**src/rtl/smon_pkg.sv**
```systemverilog
package smon_pkg;
  localparam int NUM_ERR = 4;

  typedef enum logic [1:0] {
    ERR_GAP  = 2'd0,
    ERR_DATA = 2'd1,
    ERR_REC  = 2'd2,
    ERR_SEQ  = 2'd3
  } err_cls_e;
endpackage

```
**src/rtl/smon_sync_rise.sv**
```systemverilog
module smon_sync_rise #(
  parameter int STAGES = 2
) (
  input  logic clk_i,
  input  logic rst_ni,
  input  logic async_i,
  output logic rise_o
);
  logic [STAGES-1:0] sync_q;
  logic              prev_q;

  generate
    if (STAGES == 1) begin : g_one
      always_ff @(posedge clk_i or negedge rst_ni) begin
        if (!rst_ni) sync_q <= '0;
        else         sync_q <= async_i;
      end
    end else begin : g_chain
      always_ff @(posedge clk_i or negedge rst_ni) begin
        if (!rst_ni) sync_q <= '0;
        else         sync_q <= {sync_q[STAGES-2:0], async_i};
      end
    end
  endgenerate

  // rise is registered: the record is used one cycle after the edge is seen
  always_ff @(posedge clk_i or negedge rst_ni) begin
    if (!rst_ni) begin
      prev_q <= 1'b0;
      rise_o <= 1'b0;
    end else begin
      prev_q <= sync_q[STAGES-1];
      rise_o <= sync_q[STAGES-1] & ~prev_q;
    end
  end

  AST_RISE_SINGLE: assert property (@(posedge clk_i) disable iff (!rst_ni)
    rise_o |=> !rise_o);
endmodule

```
**src/rtl/smon_sat_cnt.sv**
```systemverilog
module smon_sat_cnt #(
  parameter int W = 16
) (
  input  logic         clk_i,
  input  logic         rst_ni,
  input  logic         clr_i,
  input  logic         inc_i,
  output logic [W-1:0] cnt_o
);
  localparam logic [W-1:0] CNT_MAX = '1;

  always_ff @(posedge clk_i or negedge rst_ni) begin
    if (!rst_ni)                         cnt_o <= '0;
    else if (clr_i)                      cnt_o <= '0;
    else if (inc_i && cnt_o != CNT_MAX)  cnt_o <= cnt_o + 1'b1;
  end

  AST_CNT_NO_WRAP: assert property (@(posedge clk_i) disable iff (!rst_ni)
    !clr_i |=> cnt_o >= $past(cnt_o));
  AST_CNT_CLEARED: assert property (@(posedge clk_i) disable iff (!rst_ni)
    clr_i |=> cnt_o == '0);
endmodule

```
**src/rtl/smon_framer.sv**
```systemverilog
module smon_framer
  import smon_pkg::*;
#(
  parameter int DATA_W      = 8,
  parameter int GAP_W       = 16,
  parameter int SEQ_W       = 8,
  parameter int REC_PER_SEQ = 8
) (
  input  logic               clk_i,
  input  logic               rst_ni,
  input  logic               start_i,
  input  logic               end_i,
  input  logic               active_i,
  input  logic               rec_i,
  input  logic [DATA_W-1:0]  data_i,
  input  logic [GAP_W-1:0]   cfg_gap_i,
  input  logic [GAP_W-1:0]   cfg_margin_i,
  input  logic [GAP_W-1:0]   cfg_idle_i,
  input  logic [SEQ_W-1:0]   cfg_seqs_i,
  input  logic [DATA_W-1:0]  cfg_seed_i,
  output logic [NUM_ERR-1:0] err_o
);
  localparam int REC_W = $clog2(REC_PER_SEQ + 1) + 1;
  localparam logic [REC_W-1:0] REC_MAX = '1;
  localparam logic [REC_W-1:0] REC_NOM = REC_W'(REC_PER_SEQ);
  localparam logic [GAP_W-1:0] GAP_MAX = '1;
  localparam logic [SEQ_W-1:0] SEQ_MAX = '1;

  logic [GAP_W-1:0]  gap_q;
  logic [REC_W-1:0]  rec_q;
  logic [SEQ_W-1:0]  seq_q;
  logic              in_seq_q;
  logic [DATA_W-1:0] exp_q;

  logic             run_end, ev, idle_close, close, gap_bad;
  logic [GAP_W:0]   gap_ext, hi_lim, lo_test;
  logic [SEQ_W:0]   seq_tot;

  always_comb begin
    run_end    = active_i & end_i & ~start_i;
    ev         = active_i & rec_i & ~start_i & ~end_i;
    idle_close = active_i & in_seq_q & ~rec_i & ~end_i & ~start_i & (gap_q >= cfg_idle_i);
    close      = idle_close | (run_end & in_seq_q);
    gap_ext    = {1'b0, gap_q};
    hi_lim     = {1'b0, cfg_gap_i} + {1'b0, cfg_margin_i};
    lo_test    = gap_ext + {1'b0, cfg_margin_i};
    gap_bad    = (gap_ext > hi_lim) | (lo_test < {1'b0, cfg_gap_i});
    seq_tot    = {1'b0, seq_q} + {{SEQ_W{1'b0}}, in_seq_q};
    err_o           = '0;
    err_o[ERR_GAP]  = ev & in_seq_q & gap_bad;
    err_o[ERR_DATA] = ev & (data_i != exp_q);
    err_o[ERR_REC]  = close & (rec_q != REC_NOM);
    err_o[ERR_SEQ]  = run_end & (seq_tot != {1'b0, cfg_seqs_i});
  end

  always_ff @(posedge clk_i or negedge rst_ni) begin
    if (!rst_ni) begin
      gap_q    <= '0;
      rec_q    <= '0;
      seq_q    <= '0;
      in_seq_q <= 1'b0;
      exp_q    <= '0;
    end else if (start_i) begin
      gap_q    <= '0;
      rec_q    <= '0;
      seq_q    <= '0;
      in_seq_q <= 1'b0;
      exp_q    <= cfg_seed_i;
    end else begin
      if (ev)                   gap_q <= GAP_W'(1);
      else if (gap_q != GAP_MAX) gap_q <= gap_q + 1'b1;
      if (ev) begin
        exp_q    <= data_i + 1'b1;  // resync on the received value
        in_seq_q <= 1'b1;
        if (!in_seq_q)             rec_q <= REC_W'(1);
        else if (rec_q != REC_MAX) rec_q <= rec_q + 1'b1;
      end
      if (close) begin
        in_seq_q <= 1'b0;
        if (seq_q != SEQ_MAX) seq_q <= seq_q + 1'b1;
      end
    end
  end

  AST_GAP_ERR_ON_REC: assert property (@(posedge clk_i) disable iff (!rst_ni)
    err_o[ERR_GAP] |-> (rec_i && active_i));
  AST_REC_ERR_CLOSES: assert property (@(posedge clk_i) disable iff (!rst_ni)
    err_o[ERR_REC] |=> !in_seq_q);
  AST_SEQ_ERR_ON_END: assert property (@(posedge clk_i) disable iff (!rst_ni)
    err_o[ERR_SEQ] |-> end_i);
  AST_REC_OPENS_SEQ: assert property (@(posedge clk_i) disable iff (!rst_ni)
    (rec_i && active_i && !start_i && !end_i) |=> in_seq_q);
endmodule

```
**src/rtl/stream_err_monitor.sv**
```systemverilog
module stream_err_monitor
  import smon_pkg::*;
#(
  parameter int DATA_W      = 8,
  parameter int GAP_W       = 16,
  parameter int SEQ_W       = 8,
  parameter int CNT_W       = 16,
  parameter int REC_PER_SEQ = 8,
  parameter int RST_LEN     = 4,
  parameter int SYNC_STAGES = 2
) (
  input  logic              clk_i,
  input  logic              rst_ni,
  input  logic              dut_valid_i,
  input  logic [DATA_W-1:0] dut_data_i,
  input  logic              run_start_i,
  input  logic              run_end_i,
  input  logic [GAP_W-1:0]  cfg_gap_i,
  input  logic [GAP_W-1:0]  cfg_margin_i,
  input  logic [GAP_W-1:0]  cfg_idle_i,
  input  logic [SEQ_W-1:0]  cfg_seqs_i,
  input  logic [DATA_W-1:0] cfg_seed_i,
  output logic              dut_rst_no,
  output logic [CNT_W-1:0]  gap_err_cnt_o,
  output logic [CNT_W-1:0]  data_err_cnt_o,
  output logic [CNT_W-1:0]  rec_err_cnt_o,
  output logic [CNT_W-1:0]  seq_err_cnt_o
);
  localparam int RST_W = $clog2(RST_LEN + 1);
  localparam logic [RST_W-1:0] RST_LOAD = RST_W'(RST_LEN);

  logic               rec_rise;
  logic               active_q;
  logic [RST_W-1:0]   rst_cnt_q;
  logic [NUM_ERR-1:0] err;
  logic [CNT_W-1:0]   cnt [NUM_ERR];

  smon_sync_rise #(.STAGES(SYNC_STAGES)) u_sync (
    .clk_i   (clk_i),
    .rst_ni  (rst_ni),
    .async_i (dut_valid_i),
    .rise_o  (rec_rise)
  );

  // device reset window, monitoring enabled when it ends
  always_ff @(posedge clk_i or negedge rst_ni) begin
    if (!rst_ni) begin
      rst_cnt_q <= '0;
      active_q  <= 1'b0;
    end else if (run_start_i) begin
      rst_cnt_q <= RST_LOAD;
      active_q  <= 1'b0;
    end else if (rst_cnt_q != '0) begin
      rst_cnt_q <= rst_cnt_q - 1'b1;
      if (rst_cnt_q == RST_W'(1)) active_q <= 1'b1;
    end else if (run_end_i) begin
      active_q  <= 1'b0;
    end
  end

  assign dut_rst_no = (rst_cnt_q == '0);

  smon_framer #(
    .DATA_W      (DATA_W),
    .GAP_W       (GAP_W),
    .SEQ_W       (SEQ_W),
    .REC_PER_SEQ (REC_PER_SEQ)
  ) u_framer (
    .clk_i        (clk_i),
    .rst_ni       (rst_ni),
    .start_i      (run_start_i),
    .end_i        (run_end_i),
    .active_i     (active_q),
    .rec_i        (rec_rise),
    .data_i       (dut_data_i),
    .cfg_gap_i    (cfg_gap_i),
    .cfg_margin_i (cfg_margin_i),
    .cfg_idle_i   (cfg_idle_i),
    .cfg_seqs_i   (cfg_seqs_i),
    .cfg_seed_i   (cfg_seed_i),
    .err_o        (err)
  );

  for (genvar g = 0; g < NUM_ERR; g++) begin : g_cnt
    smon_sat_cnt #(.W(CNT_W)) u_cnt (
      .clk_i  (clk_i),
      .rst_ni (rst_ni),
      .clr_i  (run_start_i),
      .inc_i  (err[g]),
      .cnt_o  (cnt[g])
    );
  end

  assign gap_err_cnt_o  = cnt[ERR_GAP];
  assign data_err_cnt_o = cnt[ERR_DATA];
  assign rec_err_cnt_o  = cnt[ERR_REC];
  assign seq_err_cnt_o  = cnt[ERR_SEQ];

  AST_DUT_RST_BLOCKS_MON: assert property (@(posedge clk_i) disable iff (!rst_ni)
    !dut_rst_no |-> !active_q);
  AST_IDLE_NO_ERR: assert property (@(posedge clk_i) disable iff (!rst_ni)
    !active_q |-> (err == '0));
endmodule

```
**config.mk**
```make
export PLATFORM = sky130hd
export DESIGN_NAME = stream_err_monitor
export DESIGN_NICKNAME = d
export VERILOG_FILES = /design/src/rtl/smon_pkg.sv /design/src/rtl/smon_sync_rise.sv /design/src/rtl/smon_sat_cnt.sv /design/src/rtl/smon_framer.sv /design/src/rtl/stream_err_monitor.sv
export SDC_FILE = /design/constraint.sdc
export NUM_CORES = 1
export LEC_CHECK = 0
export CORE_ASPECT_RATIO = 0.75
export CORE_MARGIN = 2
export CORE_UTILIZATION = 59
export DETAILED_ROUTE_END_ITERATION = 6
export PLACE_DENSITY = 0.87
export SYNTH_ARGS = -nofsm -noshare
export SYNTH_HDL_FRONTEND = slang
export SYNTH_SLANG_ARGS = --single-unit
```
**constraint.sdc**
```tcl
create_clock -name clk_i -period 8.1 [get_ports clk_i]
set_clock_uncertainty 0.05 [all_clocks]
set_input_delay 2.43 -clock clk_i [delete_from_list [all_inputs] [get_ports clk_i]]
set_output_delay 2.43 -clock clk_i [all_outputs]
set_load 0.01 [all_outputs]
```
==> results by group <==
Outcome
  – Outcome: finished, final reports clean

Logic synthesis
  – Synth cell types: 68
  – Most frequent cell after synthesis: dfrtp_1
  – Gate Count Post-Synth: 983
  – Mapped Avg Cell Area: 8.76 um2
  – Synth Flop Type: dfrtp_1
  – Synth top cells by count: 110 x dfrtp_1, 105 x nor2_1, 94 x ha_1, 72 x nand2_1, 61 x a21oi_1
  – Multiplexer area fraction after synthesis: 3.52%
  – Syn. warnings: 0
  – XOR/XNOR Fraction of Synth Area: 7.93%
  – Top cell type's share of synthesized area: 32.0%
  – Post-Syn Area: 8610 um2
  – Area contributors post-synth: dfrtp_1 32%, ha_1 14%, xor2_1 4.7%
  – Number of enable flip-flop cells after synthesis: 0
  – Yosys top cell by area: dfrtp_1
  – Seq/Total Area, Yosys: 32.0%
  – Synth Area in Adders: 14.1%
  – Syn_nets: 1,156
  – Post-synth ARST share: 100%
  – Synth Area in Simple Gates: 22.5%
  – Synth Area in Compound Gates: 15.9%
  – FF+latch count, synth: 110
  – Largest family of logic cells by synthesized area: simple AND/OR/NAND/NOR gates

STA
  – Max-slew violation count: 0
  – Tmin final: 7.06 ns
  – Upper clock frequency limit: 142 MHz
  – Final setup viols: 0
  – Final Hold Fails: 0
  – Setup TNS: 0 ns
  – WHS: 0.303 ns
  – Final worst slack: 1.04 ns
  – Worst-margin pin slew: 1.24 ns
  – Rel. slew slack: 17.0%
  – RSZ-0062 raised after global routing: false
  – Crit share post-route: 87.1%

Critical path
  – Critical path class: primary input to flip-flop
  – CP Buf/Inv Count: 1
  – Worst setup EP type: flip-flop
  – Crit path max-delay family: compound AO/OA/AOI/OAI gates
  – Crit path cell chain: clkdlybuf4s50_1, ha_1, a21oi_1, o21ai_0, o211ai_1, a31oi_1, and2_1, a221o_1, a21oi_1, xnor2_1, ha_1, a211oi_1, o211ai_1, a211o_1, o21ai_2, nor3b_1, mux2_2
  – Crit start category: primary input
  – Worst Path Arrival: 7.25 ns
  – WP data required: 8.29 ns
  – CP max-delay cell: o21ai_2
  – CP max FO: 16
  – Crit path largest cell delay: 0.54 ns

Route
  – Initial DRT Pass Iterations: 5
  – Post-route DRC: 0
  – Wirelength per Cell: 16.2 um
  – WL final: 21,300 um
  – Vias per inst: 5.88
  – Vias: 7,730
  – DRT iter0 DRCs: 564
  – Routed Antenna Nets: 0

Global routing
  – Met1 Resource Use GR: 42.7%
  – Initial antenna violation count: 0
  – First-pass GRT wire length: 34,700 um
  – Met3 Usage GRT: 5.05%
  – Pin count of the biggest net entering global routing: 97
  – Total track usage: 27.8%
  – Vias in the first global route: 6,990
  – GR peak layer: met1
  – Met2 Usage GRT: 41.7%
  – Grt total ovfl: 0

Clock tree
  – Hold_buf cts: 0
  – Max Buffers Root-to-Sink: 2
  – Worst-skew pair later-pin latency: 0.35 ns
  – CTS tree: built
  – Setup bufs post-CTS: 0
  – Clk slew on worst S/H paths: 0.08 ns
  – Resized cells post-CTS: 0
  – Total CTS buffers: 9
  – Clock sink total: 110
  – Root Buffer: clkbuf_16
  – H-Tree Depth: 3

Place
  – # port buffers: 141
  – Placed cells: 1,299
  – Place WS: 0.763 ns
  – GPL Wtd Cong: 0.854
  – Cell area after placement: 10,200 um2
  – HPWL after DPL: 15,800 um

Power and ir drop
  – Leak: 4.76 nW
  – Maximum vdd drop: 117 uV
  – Pwr dens: 122 nW/um2

Hold path
  – Worst Hold Class: flip-flop to flip-flop

Floorplanning
  – Total die area: 15,600 um2
  – Core area: 14,400 um2
  – Initial core utilization: 60.0%
  – Die Height: 109 um
  – Num rows: 38
  – I/O pins: 142
  – Die width: 143 um

Cells and area
  – Finished Layout Cells: 1,314
  – Share of cells above drive strength 1: 4.67%
  – Area growth syn-to-layout: 21.5%
  – Antenna cell count: 0
  – Total Nets Final: 1,283
  – FILL cells: 1,119
  – Post-Layout Inst Area: 10,500 um2

Flow run
  – Max-Cap Viols: 0
## where the power goes
part	internal [mW]	switching (mW)	total [mW]
clock network	0.213	0.212	0.424
registers	0.564	0.0137	0.578
logic	0.126	0.146	0.272
## metrics by stage
step,power [mW],utilization (%)
floorplan,0.754,-
global placement,0.849,70.9
detailed placement,0.857,70.9
CTS,1.28,72.9
global route,1.34,72.9
finish,1.27,72.9
## layer usage
layer  share of wire [%]  up-vias
met4                0.78        0
li1                    -     3792
met3                 7.3       17
met2                  43      264
met1                  49     3657
met5                   0        -
## cells in the final DEF (no fill, tap or decap), types with 10 or more instances in the layout
cell             count
a21oi_1             61
nor2b_1             24
nand2_1             72
xnor2_1             32
nand4_1             27
and2_1              13
and3_1              19
mux2i_1             13
mux2_2              14
a21o_1              20
clkdlybuf4s50_1    139
nor2_1             105
nor3_1              14
ha_1                94
or3_1               11
dfrtp_1            110
or4_1               10
o21ai_0             37
xor2_1              46
nand3_1             40
and4_1              10
inv_1               59
o31ai_1             13
## worst paths after layout
| kind | depth (start not counted) | start | slack [ns] | to |
|---|---|---|---|---|
| max in group asynchronous | 2 | rst_ni | 4.71 | g_cnt[1].u_cnt.cnt_o[15] |
| worst max-delay path | 17 | cfg_margin_i[1] | 1.04 | g_cnt[0].u_cnt.cnt_o[7] |
| worst min-delay path | 0 | u_sync.sync_q[0] | 0.30 | u_sync.sync_q[1] |
| min in group asynchronous | 1 | rst_ni | 2.00 | g_cnt[2].u_cnt.cnt_o[5] |
| worst min register to register | 0 | u_sync.sync_q[0] | 0.30 | u_sync.sync_q[1] |
| worst max register to register | 16 | u_framer.gap_q[1] | 3.18 | g_cnt[0].u_cnt.cnt_o[7] |
## cell families (layout without fill, tap and decap cells)
kind of cell / after synthesis / after routing
flip-flops: 110 / 110
AND/OR/NAND/NOR: 378 / 378
XOR/XNOR: 78 / 78
multiplexers: 28 / 28
buffers and inverters: 88 / 219
adder cells (fa/ha/maj): 96 / 96
AO/OA/AOI/OAI: 205 / 205
## registers in the layout, indices dropped and copies added (netlist names)
name	flops
active_q	1
g_cnt.u_cnt.cnt_o	64
rst_cnt_q	3
u_framer.exp_q	8
u_framer.gap_q	16
u_framer.in_seq_q	1
u_framer.rec_q	5
u_framer.seq_q	8
u_sync.prev_q	1
u_sync.rise_o	1
u_sync.sync_q	2
## final cells by class
| type | instances | area (um2) | area share (%) |
|---|---|---|---|
| clock buffers | 9 | 225 | 2.15 |
| repair buffers | 145 | 1430 | 13.7 |
| flip-flops and latches | 110 | 2750 | 26.3 |
| multi-input cells | 785 | 5530 | 52.8 |
| clock inverters | 6 | 53.8 | 0.514 |
| well taps | 200 | 250 | 2.39 |
| inverters | 59 | 221 | 2.12 |
Power figures use the tool's default switching activity.
